==> config.mk <==
export PLATFORM = sky130hd
export DESIGN_NAME = supply_supervisor
export DESIGN_NICKNAME = d
export VERILOG_FILES = /design/src/rtl/supv_pkg.sv /design/src/rtl/supv_sync.sv /design/src/rtl/supv_watchdog.sv /design/src/rtl/supv_reset_timer.sv /design/src/rtl/supply_supervisor.sv
export SDC_FILE = /design/constraint.sdc
export NUM_CORES = 1
export LEC_CHECK = 0
export ABC_CLOCK_PERIOD_IN_PS = 1630
export BUFFER_PORTS_ARGS = -buffer_cell sky130_fd_sc_hd__clkbuf_2
export CORE_MARGIN = 3
export CORE_UTILIZATION = 55
export CTS_BUF_LIST = sky130_fd_sc_hd__clkbuf_16
export DETAILED_ROUTE_END_ITERATION = 16
export PLACE_DENSITY = 0.75
export SYNTH_ARGS = -nofsm -noshare
export SYNTH_HDL_FRONTEND = slang
export SYNTH_SLANG_ARGS = --single-unit
==> constraint.sdc <==
create_clock -name clk -period 1.63 [get_ports clk]
set_input_delay 0.0815 -clock clk [delete_from_list [all_inputs] [get_ports clk]]
set_output_delay 0.0815 -clock clk [all_outputs]
set_load 0.02 [all_outputs]
==> src/rtl/supv_pkg.sv <==
// Package: shared types for the supply supervisor.
// Assumes: nothing beyond IEEE 1800-2017.
package supv_pkg;

    // Electrical style of the reset pin, fixed at build time.
    typedef enum logic [1:0] {
        RST_ACT_LOW    = 2'd0,
        RST_ACT_HIGH   = 2'd1,
        RST_OPEN_DRAIN = 2'd2
    } rst_style_e;

    // Number of monitored supplies.
    localparam int unsigned N_SUPPLIES = 3;

    // Bit positions inside the synchronized input vector.
    localparam int unsigned IDX_PF   = N_SUPPLIES;
    localparam int unsigned IDX_KICK = N_SUPPLIES + 1;
    localparam int unsigned IDX_WDEN = N_SUPPLIES + 2;
    localparam int unsigned N_ASYNC  = N_SUPPLIES + 3;

endpackage

==> src/rtl/supv_sync.sv <==
// Module: supv_sync
// Two-flop synchronizer bank, one independent chain per bit.
// Assumes: each input bit is an independent level; no bus coherency is needed.
// Reset clears both stages to zero, so a supply reads "low" until real data arrives.
module supv_sync #(
    parameter int unsigned WIDTH = 4
) (
    input  logic             clk,
    input  logic             rst_n,
    input  logic [WIDTH-1:0] async_in,
    output logic [WIDTH-1:0] sync_out
);

    genvar b;
    generate
        for (b = 0; b < WIDTH; b++) begin : g_chain
            logic stage1;
            logic stage2;

            // Purpose: capture the asynchronous level, then let it settle one stage.
            always_ff @(posedge clk) begin
                if (!rst_n) begin
                    stage1 <= 1'b0;
                    stage2 <= 1'b0;
                end else begin
                    stage1 <= async_in[b];
                    stage2 <= stage1;
                end
            end

            assign sync_out[b] = stage2;
        end
    endgenerate

endmodule

==> src/rtl/supv_watchdog.sv <==
// Module: supv_watchdog
// Counts ticks since the last kick edge and emits a one-cycle expiry pulse.
// Assumes: kick_s and enable_s are already synchronized; hold is the live reset state.
// Both kick edges service the counter; hold and a cleared enable keep it at zero.
module supv_watchdog #(
    parameter int unsigned WD_TICKS = 1600
) (
    input  logic clk,
    input  logic rst_n,
    input  logic tick,
    input  logic kick_s,
    input  logic enable_s,
    input  logic hold,
    output logic expire,
    output logic idle
);

    localparam int unsigned CW = (WD_TICKS > 1) ? $clog2(WD_TICKS) : 1;
    localparam logic [CW-1:0] LAST = CW'(WD_TICKS - 1);

    logic [CW-1:0] count;
    logic          kick_prev;
    logic          kick_edge;

    // Purpose: detect either kick transition from the previous synchronized sample.
    assign kick_edge = kick_s ^ kick_prev;

    // Purpose: remember the previous kick level for edge detection.
    always_ff @(posedge clk) begin
        if (!rst_n) begin
            kick_prev <= 1'b0;
        end else begin
            kick_prev <= kick_s;
        end
    end

    // Purpose: advance, clear or expire the watchdog count.
    always_ff @(posedge clk) begin
        if (!rst_n) begin
            count  <= '0;
            expire <= 1'b0;
        end else begin
            expire <= 1'b0;
            if (hold || !enable_s || kick_edge) begin
                count <= '0;
            end else if (tick) begin
                if (count == LAST) begin
                    count  <= '0;
                    expire <= 1'b1;
                end else begin
                    count <= count + 1'b1;
                end
            end
        end
    end

    // Purpose: report the cleared state for the checker.
    assign idle = (count == '0);

endmodule

==> src/rtl/supv_reset_timer.sv <==
// Module: supv_reset_timer
// Holds reset while a supply is low or after a watchdog expiry, then counts the
// selected number of ticks with all supplies good before releasing.
// Assumes: every timeout parameter is at least 1; supplies are synchronized.
module supv_reset_timer #(
    parameter int unsigned N_SUP  = 3,
    parameter int unsigned TMO_T0 = 50,
    parameter int unsigned TMO_T1 = 100,
    parameter int unsigned TMO_T2 = 200,
    parameter int unsigned TMO_T3 = 400
) (
    input  logic             clk,
    input  logic             rst_n,
    input  logic             tick,
    input  logic [N_SUP-1:0] sup_ok_s,
    input  logic             wd_expire,
    input  logic [1:0]       tmo_sel,
    output logic             active
);

    localparam int unsigned MAX01 = (TMO_T0 > TMO_T1) ? TMO_T0 : TMO_T1;
    localparam int unsigned MAX23 = (TMO_T2 > TMO_T3) ? TMO_T2 : TMO_T3;
    localparam int unsigned TMAX  = (MAX01 > MAX23) ? MAX01 : MAX23;
    localparam int unsigned TW    = (TMAX > 1) ? $clog2(TMAX) : 1;

    logic [TW-1:0] count;
    logic [TW-1:0] last;
    logic          all_ok;

    // Purpose: all monitored supplies report good.
    assign all_ok = &sup_ok_s;

    // Purpose: map the timeout select onto its final count value.
    always_comb begin
        unique case (tmo_sel)
            2'b00:   last = TW'(TMO_T0 - 1);
            2'b01:   last = TW'(TMO_T1 - 1);
            2'b10:   last = TW'(TMO_T2 - 1);
            default: last = TW'(TMO_T3 - 1);
        endcase
    end

    // Purpose: assert, restart or time out the reset.
    always_ff @(posedge clk) begin
        if (!rst_n) begin
            active <= 1'b1;
            count  <= '0;
        end else if (!all_ok || wd_expire) begin
            active <= 1'b1;
            count  <= '0;
        end else if (active && tick) begin
            if (count == last) begin
                active <= 1'b0;
                count  <= '0;
            end else begin
                count <= count + 1'b1;
            end
        end
    end

endmodule

==> src/rtl/supply_supervisor.sv <==
// Module: supply_supervisor (top)
// Digital control of a three-supply reset supervisor with watchdog and
// power-fail flag. All asynchronous pins are synchronized here.
// Assumes: tick is a single-cycle pulse synchronous to clk; timeouts >= 1 tick.
module supply_supervisor
    import supv_pkg::*;
#(
    parameter int unsigned TMO_T0   = 50,
    parameter int unsigned TMO_T1   = 100,
    parameter int unsigned TMO_T2   = 200,
    parameter int unsigned TMO_T3   = 400,
    parameter int unsigned WD_TICKS = 1600,
    parameter rst_style_e  RST_STYLE = RST_ACT_LOW
) (
    input  logic                  clk,
    input  logic                  rst_n,
    input  logic                  tick,
    input  logic [N_SUPPLIES-1:0] supply_ok,
    input  logic                  pf_ok,
    input  logic                  kick,
    input  logic                  wd_enable,
    input  logic [1:0]            tmo_sel,
    output logic                  rst_out,
    output logic                  rst_drive_low,
    output logic                  pfail_n
);

    logic [N_ASYNC-1:0]    async_vec;
    logic [N_ASYNC-1:0]    sync_vec;
    logic [N_SUPPLIES-1:0] sup_s;
    logic                  pf_s;
    logic                  kick_s;
    logic                  wd_en_s;
    logic                  rst_active;
    logic                  wd_fire;
    logic                  wd_idle;

    // Purpose: gather all asynchronous pins into one synchronizer bank.
    assign async_vec = {wd_enable, kick, pf_ok, supply_ok};

    supv_sync #(
        .WIDTH (N_ASYNC)
    ) u_sync (
        .clk      (clk),
        .rst_n    (rst_n),
        .async_in (async_vec),
        .sync_out (sync_vec)
    );

    // Purpose: split the synchronized vector back into named levels.
    assign sup_s   = sync_vec[N_SUPPLIES-1:0];
    assign pf_s    = sync_vec[IDX_PF];
    assign kick_s  = sync_vec[IDX_KICK];
    assign wd_en_s = sync_vec[IDX_WDEN];

    supv_watchdog #(
        .WD_TICKS (WD_TICKS)
    ) u_wdog (
        .clk      (clk),
        .rst_n    (rst_n),
        .tick     (tick),
        .kick_s   (kick_s),
        .enable_s (wd_en_s),
        .hold     (rst_active),
        .expire   (wd_fire),
        .idle     (wd_idle)
    );

    supv_reset_timer #(
        .N_SUP  (N_SUPPLIES),
        .TMO_T0 (TMO_T0),
        .TMO_T1 (TMO_T1),
        .TMO_T2 (TMO_T2),
        .TMO_T3 (TMO_T3)
    ) u_rtmr (
        .clk       (clk),
        .rst_n     (rst_n),
        .tick      (tick),
        .sup_ok_s  (sup_s),
        .wd_expire (wd_fire),
        .tmo_sel   (tmo_sel),
        .active    (rst_active)
    );

    // Purpose: power-fail flag follows its comparator only.
    assign pfail_n = pf_s;

    // Purpose: shape the reset pin for the selected electrical style.
    generate
        if (RST_STYLE == RST_ACT_HIGH) begin : g_high
            assign rst_out       = rst_active;
            assign rst_drive_low = 1'b0;
        end else if (RST_STYLE == RST_OPEN_DRAIN) begin : g_od
            assign rst_out       = ~rst_active;
            assign rst_drive_low = rst_active;
        end else begin : g_low
            assign rst_out       = ~rst_active;
            assign rst_drive_low = 1'b0;
        end
    endgenerate

endmodule

==> summary.md, run 1 <==
| Metric | Value |
|---|---|
| Final Hold Vio Count | 0 |
| Ys flop type | dfxtp_1 |
| # H-tree levels | 2 |
| CTS root buf | clkbuf_16 |
| RSZ-0062 raised after global routing | no |
| Initial antenna violation count | 0 |
| Fillcell total | 213 |
| Clk_skew | 0.00483 ns |
| Share of layout cells above drive strength 1 | 14.8% |
| Hold Buf Count CTS | 0 |
| Fin worst setup slack | 0.140 ns |
| Syn Inst Count | 159 |
| # resized after CTS | 0 |
| Ys async rst share | 0% |
| Die area | 0.00344 mm^2 |
| Global-route wire length before repair | 4.64 mm |
| Worst setup SP type | flop |
| Final period utilization | 91.4% |
| Die height | 58.7 um |
| Setup crit end kind | flop |
| Worst R2R Path Depth | 5 |
| PD cells | 1050 mW/mm^2 |
| Via count | 1108 |
| I/O pins | 14 |
| Remaining antenna violation count | 0 |
| NumNets Final | 193 |
| Ant. Diodes | 0 |
| Status | completed |
| DRC Markers | 0 |
| Setup Fix Bufs, Post-CTS | 0 |
| CTS Sinks | 35 |
| GRT overflow | 0 |
| Post-synth EDFFs | 0 |
| Crit path max fanout | 9 |
| Mean Syn Cell Area | 9.59 um^2 |
| Initial DRC count | 53 |
| Cts bufs inserted | 5 |
| Post-synth net total | 177 |
| Clock transition at the registers of the reported paths | 0.06 ns |
| FF+latch count, synth | 35 |
| Fmax achieved | 0.671 GHz |
| Initial core utilization | 59.4% |
| Final hold slack | 0.00648 ns |
| Core area | 0.00257 mm^2 |
| RD Place Congestion | 0.872 |
| First-pass iteration count of the detailed router | 4 |
| Drt total wl | 2.64 mm |
| Detail Placement HPWL | 1.98 mm |
| Pwr Total | 1.87 mW |
| Cell Area, Synth | 0.00153 mm^2 |
| Largest net degree at the start of global routing | 16 |
| Fin. max-slew vios | 0 |
| Hold Path Depth | 2 |
| Setup violators final | 0 |
| Vias per Instance | 5.38 |
| CP required | 1.80 ns |
| VDD IR-drop max | 1.01 mV |
| Min Tclk post-route | 1.49 ns |
| CTS tree | done |
| Yosys warns | 0 |
| Row cnt | 18 |
| DR WL/cell | 12.8 um |
| Critical Path AT | 1.66 ns |
| Vias in the first global route | 1079 |
| DIE WIDTH | 58.7 um |
| Leak | 0.687 nW |
| Synth unique cells | 27 |
| Sequential cell area fraction in the yosys report | 45.9% |
| Fin area | 0.00177 mm^2 |
| Bufs on Longest Clock Path | 2 |
| DP Area | 0.00162 mm^2 |
| Core Util, Final | 68.9% |
| Fin cells | 206 |
| Max cap viols | 0 |
| Setup TNS | 0 ns |
| Gr usage total | 18.2% |
| Worst-Skew Late Latency | 0.28 ns |
| Place WS | -0.00353 ns |
| Setup CP Type | reg2reg |
| # placed instances | 198 |
| Area Growth Syn to Fin | 16.0% |
| Worst min path class | in2reg |
| IO buf count | 12 |
final timing paths:
kind	startpoint	to	slack [ns]
max	u_rtmr.count[8]	u_rtmr.count[7]	0.14
min	pf_ok	u_sync.g_chain[3].stage1	0.006
max reg2reg	u_rtmr.count[8]	u_rtmr.count[7]	0.14
min reg2reg	u_sync.g_chain[5].stage1	u_sync.g_chain[5].stage2	0.43
logic make-up (layout without fill, tap and decap cells):
| kind of cell | count (synthesis) | count (layout) | share of synthesized area [%] |
|---|---|---|---|
| mux | 2 | 2 | 1.31 |
| flops | 35 | 35 | 45.9 |
| buf+inv | 10 | 27 | 2.95 |
| xor+xnor | 23 | 23 | 13.2 |
| simple gates | 77 | 77 | 27.5 |
| fa+ha+maj | 7 | 7 | 5.74 |
| other cells | 1 | 1 | 0.246 |
| compound gates | 4 | 4 | 3.12 |
placed cells by master (no fill, tap or decap), drive strengths merged:
cell / instances
nor4b: 2
clkinvlp: 1
buf: 4
and3: 3
xnor2: 12
nor2: 14
clkbuf: 17
nor3: 7
dfxtp: 35
and4: 3
nand2: 13
nand4: 7
clkinv: 2
nand3: 4
o21bai: 1
and2: 14
xor2: 11
o21ai: 1
conb: 1
nor4: 10
ha: 7
inv: 3
a2111oi: 1
o211ai: 1
mux2i: 2
routing by layer:
metal	vias up	GRT usage, %	share of wire, %
li1	579	-	-
met2	25	30.0	49
met3	5	7.24	5.2
met5	-	0	0
met4	0	5.83	1.2
met1	499	21.9	44
critical path: stages, from the launching register on:
cell and delay, ns:
dfxtp_1 0.34, and3_1 0.17, o211ai_1 0.27, a2111oi_4 0.11
buf_4 0.18, nor4_1 0.30
state kept, by name, summed over array words and instances (netlist names):
signal                 flops
u_rtmr.count               9
u_wdog.expire              1
u_wdog.kick_prev           1
u_rtmr.active              1
u_sync.g_chain.stage1      6
u_sync.g_chain.stage2      6
u_wdog.count              11
cells in the mapped netlist (3+ instances only):
cell type	instances	share of area, %
dfxtp_1	35	46
and2_1	14	5.7
nor2_1	14	3.4
nand2_1	13	3.2
xnor2_1	12	6.9
xor2_1	11	6.3
nor4_1	10	4.1
ha_1	7	5.7
nand4_1	7	2.9
nor3_1	7	2.3
nand3_1	4	1.3
and3_1	3	1.2
and4_1	3	1.7
inv_1	3	0.74
where the power goes:
| part | internal, mW | switching [mW] |
|---|---|---|
| Clock | 0.569 | 0.355 |
| Combinational | 0.0315 | 0.0362 |
| Sequential | 0.870 | 0.00363 |
| Total | 1.47 | 0.395 |
cell type report:
type / count / area, um^2 / area share, %
well taps: 30 / 37.5 / 2.12
clock inverters: 3 / 25.0 / 1.41
inverters: 3 / 11.3 / 0.636
multi-input cells: 114 / 779 / 44.1
clock buffers: 5 / 125 / 7.07
flip-flops and latches: 35 / 701 / 39.6
repair buffers: 16 / 90.1 / 5.09
(Power assumes the default switching activity.)
==> run 2, diff against run 1 <==
ABC_AREA = 1   (was unset)
CORE_MARGIN = unset   (was 3)
PLACE_DENSITY = 0.74   (was 0.75)
SLEW_MARGIN = 20   (was unset)
==> summary.md, run 2 <==
| Metric | Value |
|---|---|
| Status | finished with violations |
| Gr usage total | 20.5% (+2.3 points) |
| Vias in the first global route | 1274 (+18%) |
| Syn Inst Count | 226 (+42%) |
| Biggest regs | u_wdog.count (11), u_rtmr.count (9) |
| Post-synth net total | 244 (+38%) |
| CTS tree | done |
| Bufs on Longest Clock Path | 2 (unchanged) |
| Area Growth Syn to Fin | 16.4% |
| Leak | 0.942 nW (+37%) |
| Setup crit end kind | flop |
| Flop-to-flop setup slack | 0.24 ns (+0.10 ns) |
| Seq. cell area | 701 um^2 (unchanged) |
| Setup violators final | 0 (unchanged) |
| PD cells | 939 mW/mm^2 (-11%) |
| Hold Path Depth | 3 (+1) |
| Cell Area, Synth | 0.00171 mm^2 (+12%) |
| Initial antenna violation count | 0 (unchanged) |
| Via count | 1333 (+20%) |
| Leading area contributor after synthesis | dfxtp_1 |
| Initial core utilization | 60.1% (+0.68 points) |
| First-pass iteration count of the detailed router | 10 (+6) |
| Fin. max-slew vios | 0 (unchanged) |
| Worst R2R Path Depth | 8 (+3) |
| CP required | 1.79 ns (about the same) |
| Initial DRC count | 29 (-45%) |
| Most frequent CP cell | nor2_4 |
| Synth top area share | 40.9% (-5.1 points) |
| Reg-to-reg endpoint | u_wdog.count[3] |
| Failing checks | DRC |
| GRT overflow | 0 (unchanged) |
| Global-route wire length before repair | 5.24 mm (+13%) |
| Drt total wl | 2.96 mm (+12%) |
| Leading cell types by count after synthesis | nand2_1, inv_1, dfxtp_1 |
| Worst setup SP type | flop |
| Fin worst setup slack | 0.236 ns (+0.0958 ns) |
| CTS root buf | clkbuf_16 |
| Clk_skew | 0.00620 ns (+0.00137 ns) |
| VDD IR-drop max | 0.829 mV (-18%) |
| NumNets Final | 266 (+38%) |
| Remaining antenna violation count | 0 (unchanged) |
| Post-synth EDFFs | 0 (unchanged) |
| Multi-input logic area | 830 um^2 (+6.4%) |
| Fin cells | 280 (+36%) |
| Top-count cell post-synth | nand2_1 |
| Clock transition at the registers of the reported paths | 0.06 ns (about the same) |
| Grt met2 use | 33.7% (+3.7 points) |
| Ant. Diodes | 0 (unchanged) |
| Final Hold Vio Count | 0 (unchanged) |
| Largest register FFs | 11 (unchanged) |
| IO buf count | 12 (unchanged) |
| Met1 GRT Util | 26.3% (+4.4 points) |
| Most frequent cells in the layout | nand2_1, inv_1, dfxtp_1 |
| Core area | 0.00285 mm^2 (+11%) |
| # placed instances | 266 (+34%) |
| Fmax achieved | 0.717 GHz (+6.9%) |
| Die area | 0.00334 mm^2 (-2.8%) |
| Detail Placement HPWL | 2.04 mm (+3.2%) |
| Met3 Use GR | 4.69% (-2.5 points) |
| Largest net degree at the start of global routing | 16 (unchanged) |
| Slowest stage cell, crit path | dfxtp_1 |
| CP Launch Point | u_wdog.count[0] |
| Setup CP Type | reg2reg |
| Layer with the highest usage | met2 |
| Ys flop type | dfxtp_1 |
| RD Place Congestion | 0.820 (-6.0%) |
| Crit path max-delay family | simple AND/OR/NAND/NOR gates |
| Synth area leaders | dfxtp_1, nand2_1, inv_1 |
| Core Util, Final | 70.0% (+1.0 points) |
| Cts bufs inserted | 5 (unchanged) |
| DRC Markers | 1 (+1) |
| Sequential cell area fraction in the yosys report | 40.9% (-5.1 points) |
| Mean Syn Cell Area | 7.58 um^2 (-21%) |
| Crit path max fanout | 6 (-3) |
| DR WL/cell | 10.6 um (-18%) |
| Setup TNS | 0 ns (unchanged) |
| Setup Fix Bufs, Post-CTS | 0 (unchanged) |
| Yosys warns | 0 (unchanged) |
| Max cap viols | 0 (unchanged) |
| Worst Min Path Start | rst_n |
| Worst min path class | in2reg |
| Leading cell type in the layout, fill and taps excluded | nand2_1 |
| Final period utilization | 85.5% (-5.9 points) |
| Die height | 57.8 um (-1.4%) |
| WHS Endpoint | u_sync.g_chain[0].stage2 |
| Place WS | 0.280 ns (+0.283 ns) |
| Row cnt | 19 (+1) |
| Delay of the slowest critical-path stage | 0.37 ns (+0.03 ns) |
| Worst-Skew Late Latency | 0.27 ns (about the same) |
| Cell Chain, Critical Path | ha_1 -> nand3_2 -> nor2_2 -> nand2_2 -> nor2_4 -> nor2_4 -> inv_4 -> nor2_1 |
| FF+latch count, synth | 35 (unchanged) |
| Synth unique cells | 31 (+15%) |
| CTS Sinks | 35 (unchanged) |
| RSZ-0062 raised after global routing | no |
| Biggest register | u_wdog.count |
| Worst r2r src | u_wdog.count[0] |
| DIE WIDTH | 57.8 um (-1.4%) |
| Ys async rst share | 0% (unchanged) |
| Worst Path Buf+Inv | 1 (unchanged) |
| Vias per Instance | 4.76 (-11%) |
| Pwr Total | 1.87 mW (+0.44%) |
| Share of layout cells above drive strength 1 | 17.7% (+2.9 points) |
| I/O pins | 14 (unchanged) |
| # H-tree levels | 2 (unchanged) |
| Fillcell total | 236 (+11%) |
| Min Tclk post-route | 1.39 ns (-0.0958 ns) |
| Critical Path AT | 1.56 ns (-0.10 ns) |
==> run 2: cell types whose count changed after synthesis, sizes merged, moves of 7 or more <==
cell / delta
xnor2: -7
nand3: +8
and2: -14
nand2: +46
nor2: +23
nor4: -10
inv: +37
==> run 2: logic make-up after synthesis <==
| family | count (synthesis) | share of synthesized area [%] |
|---|---|---|
| AOI/OAI and AO/OA | 9 | 2.99 |
| buffers and inverters | 44 | 10.7 |
| adders and majority gates | 7 | 5.11 |
| xor gates and xnor gates | 11 | 5.62 |
| and+or+nand+nor | 119 | 34.5 |
| DFF | 35 | 40.9 |
| other | 1 | 0.219 |
==> run 2: power breakdown <==
group,total (mW),internal (mW),switching [mW]
registers,0.875,0.870,0.00432
clock network,0.903,0.562,0.341
logic,0.0964,0.0408,0.0556
total,1.87,1.47,0.401
==> run 2: cell type report <==
type	instances	area share (%)
multi-input cells	147	41.6
flip-flops and latches	35	35.1
inverters	41	8.09
clock buffers	5	6.27
repair buffers	18	6.02
well taps	31	1.94
clock inverters	3	1.00
==> run 2: per-stage QoR <==
stage,instance area (um^2),hold slack (ns)
3_5_place_dp,1790,0.266
2_1_floorplan,1710,0.175
4_1_cts,2000,0.190
6_report,2000,0.197
3_3_place_gp,1790,0.261
5_1_grt,2000,0.216
==> run 2: layer usage <==
metal | wire [um] | up-vias
li1 | - | 726
met5 | 0 | -
met3 | 74 | 6
met4 | 53 | 0
met1 | 1460 | 581
met2 | 1370 | 20
==> run 2: worst reg2reg max path, stage by stage (launching register included) <==
cell,delay [ns]
dfxtp_1,0.37
ha_1,0.22
nand3_2,0.10
nor2_2,0.17
nand2_2,0.11
nor2_4,0.11
nor2_4,0.06
inv_4,0.09
nor2_1,0.04
==> run 2: worst max-delay path by stage <==
| stage | endpoint | depth (start not counted) | slack, ns |
|---|---|---|---|
| floorplan | u_wdog.count[0] | 8 | 0.41 |
| global placement | u_wdog.count[0] | 8 | 0.27 |
| detailed placement | u_wdog.count[5] | 8 | 0.28 |
| CTS | u_wdog.count[3] | 8 | 0.23 |
| global route | u_wdog.count[3] | 8 | 0.10 |
| finish | u_wdog.count[3] | 8 | 0.24 |
==> run 2: timing repair <==
item | CTS | global route
endpoints found under the hold margin | 6 | 0
resized for setup | 0 | 0
hold buffers | 6 | 0
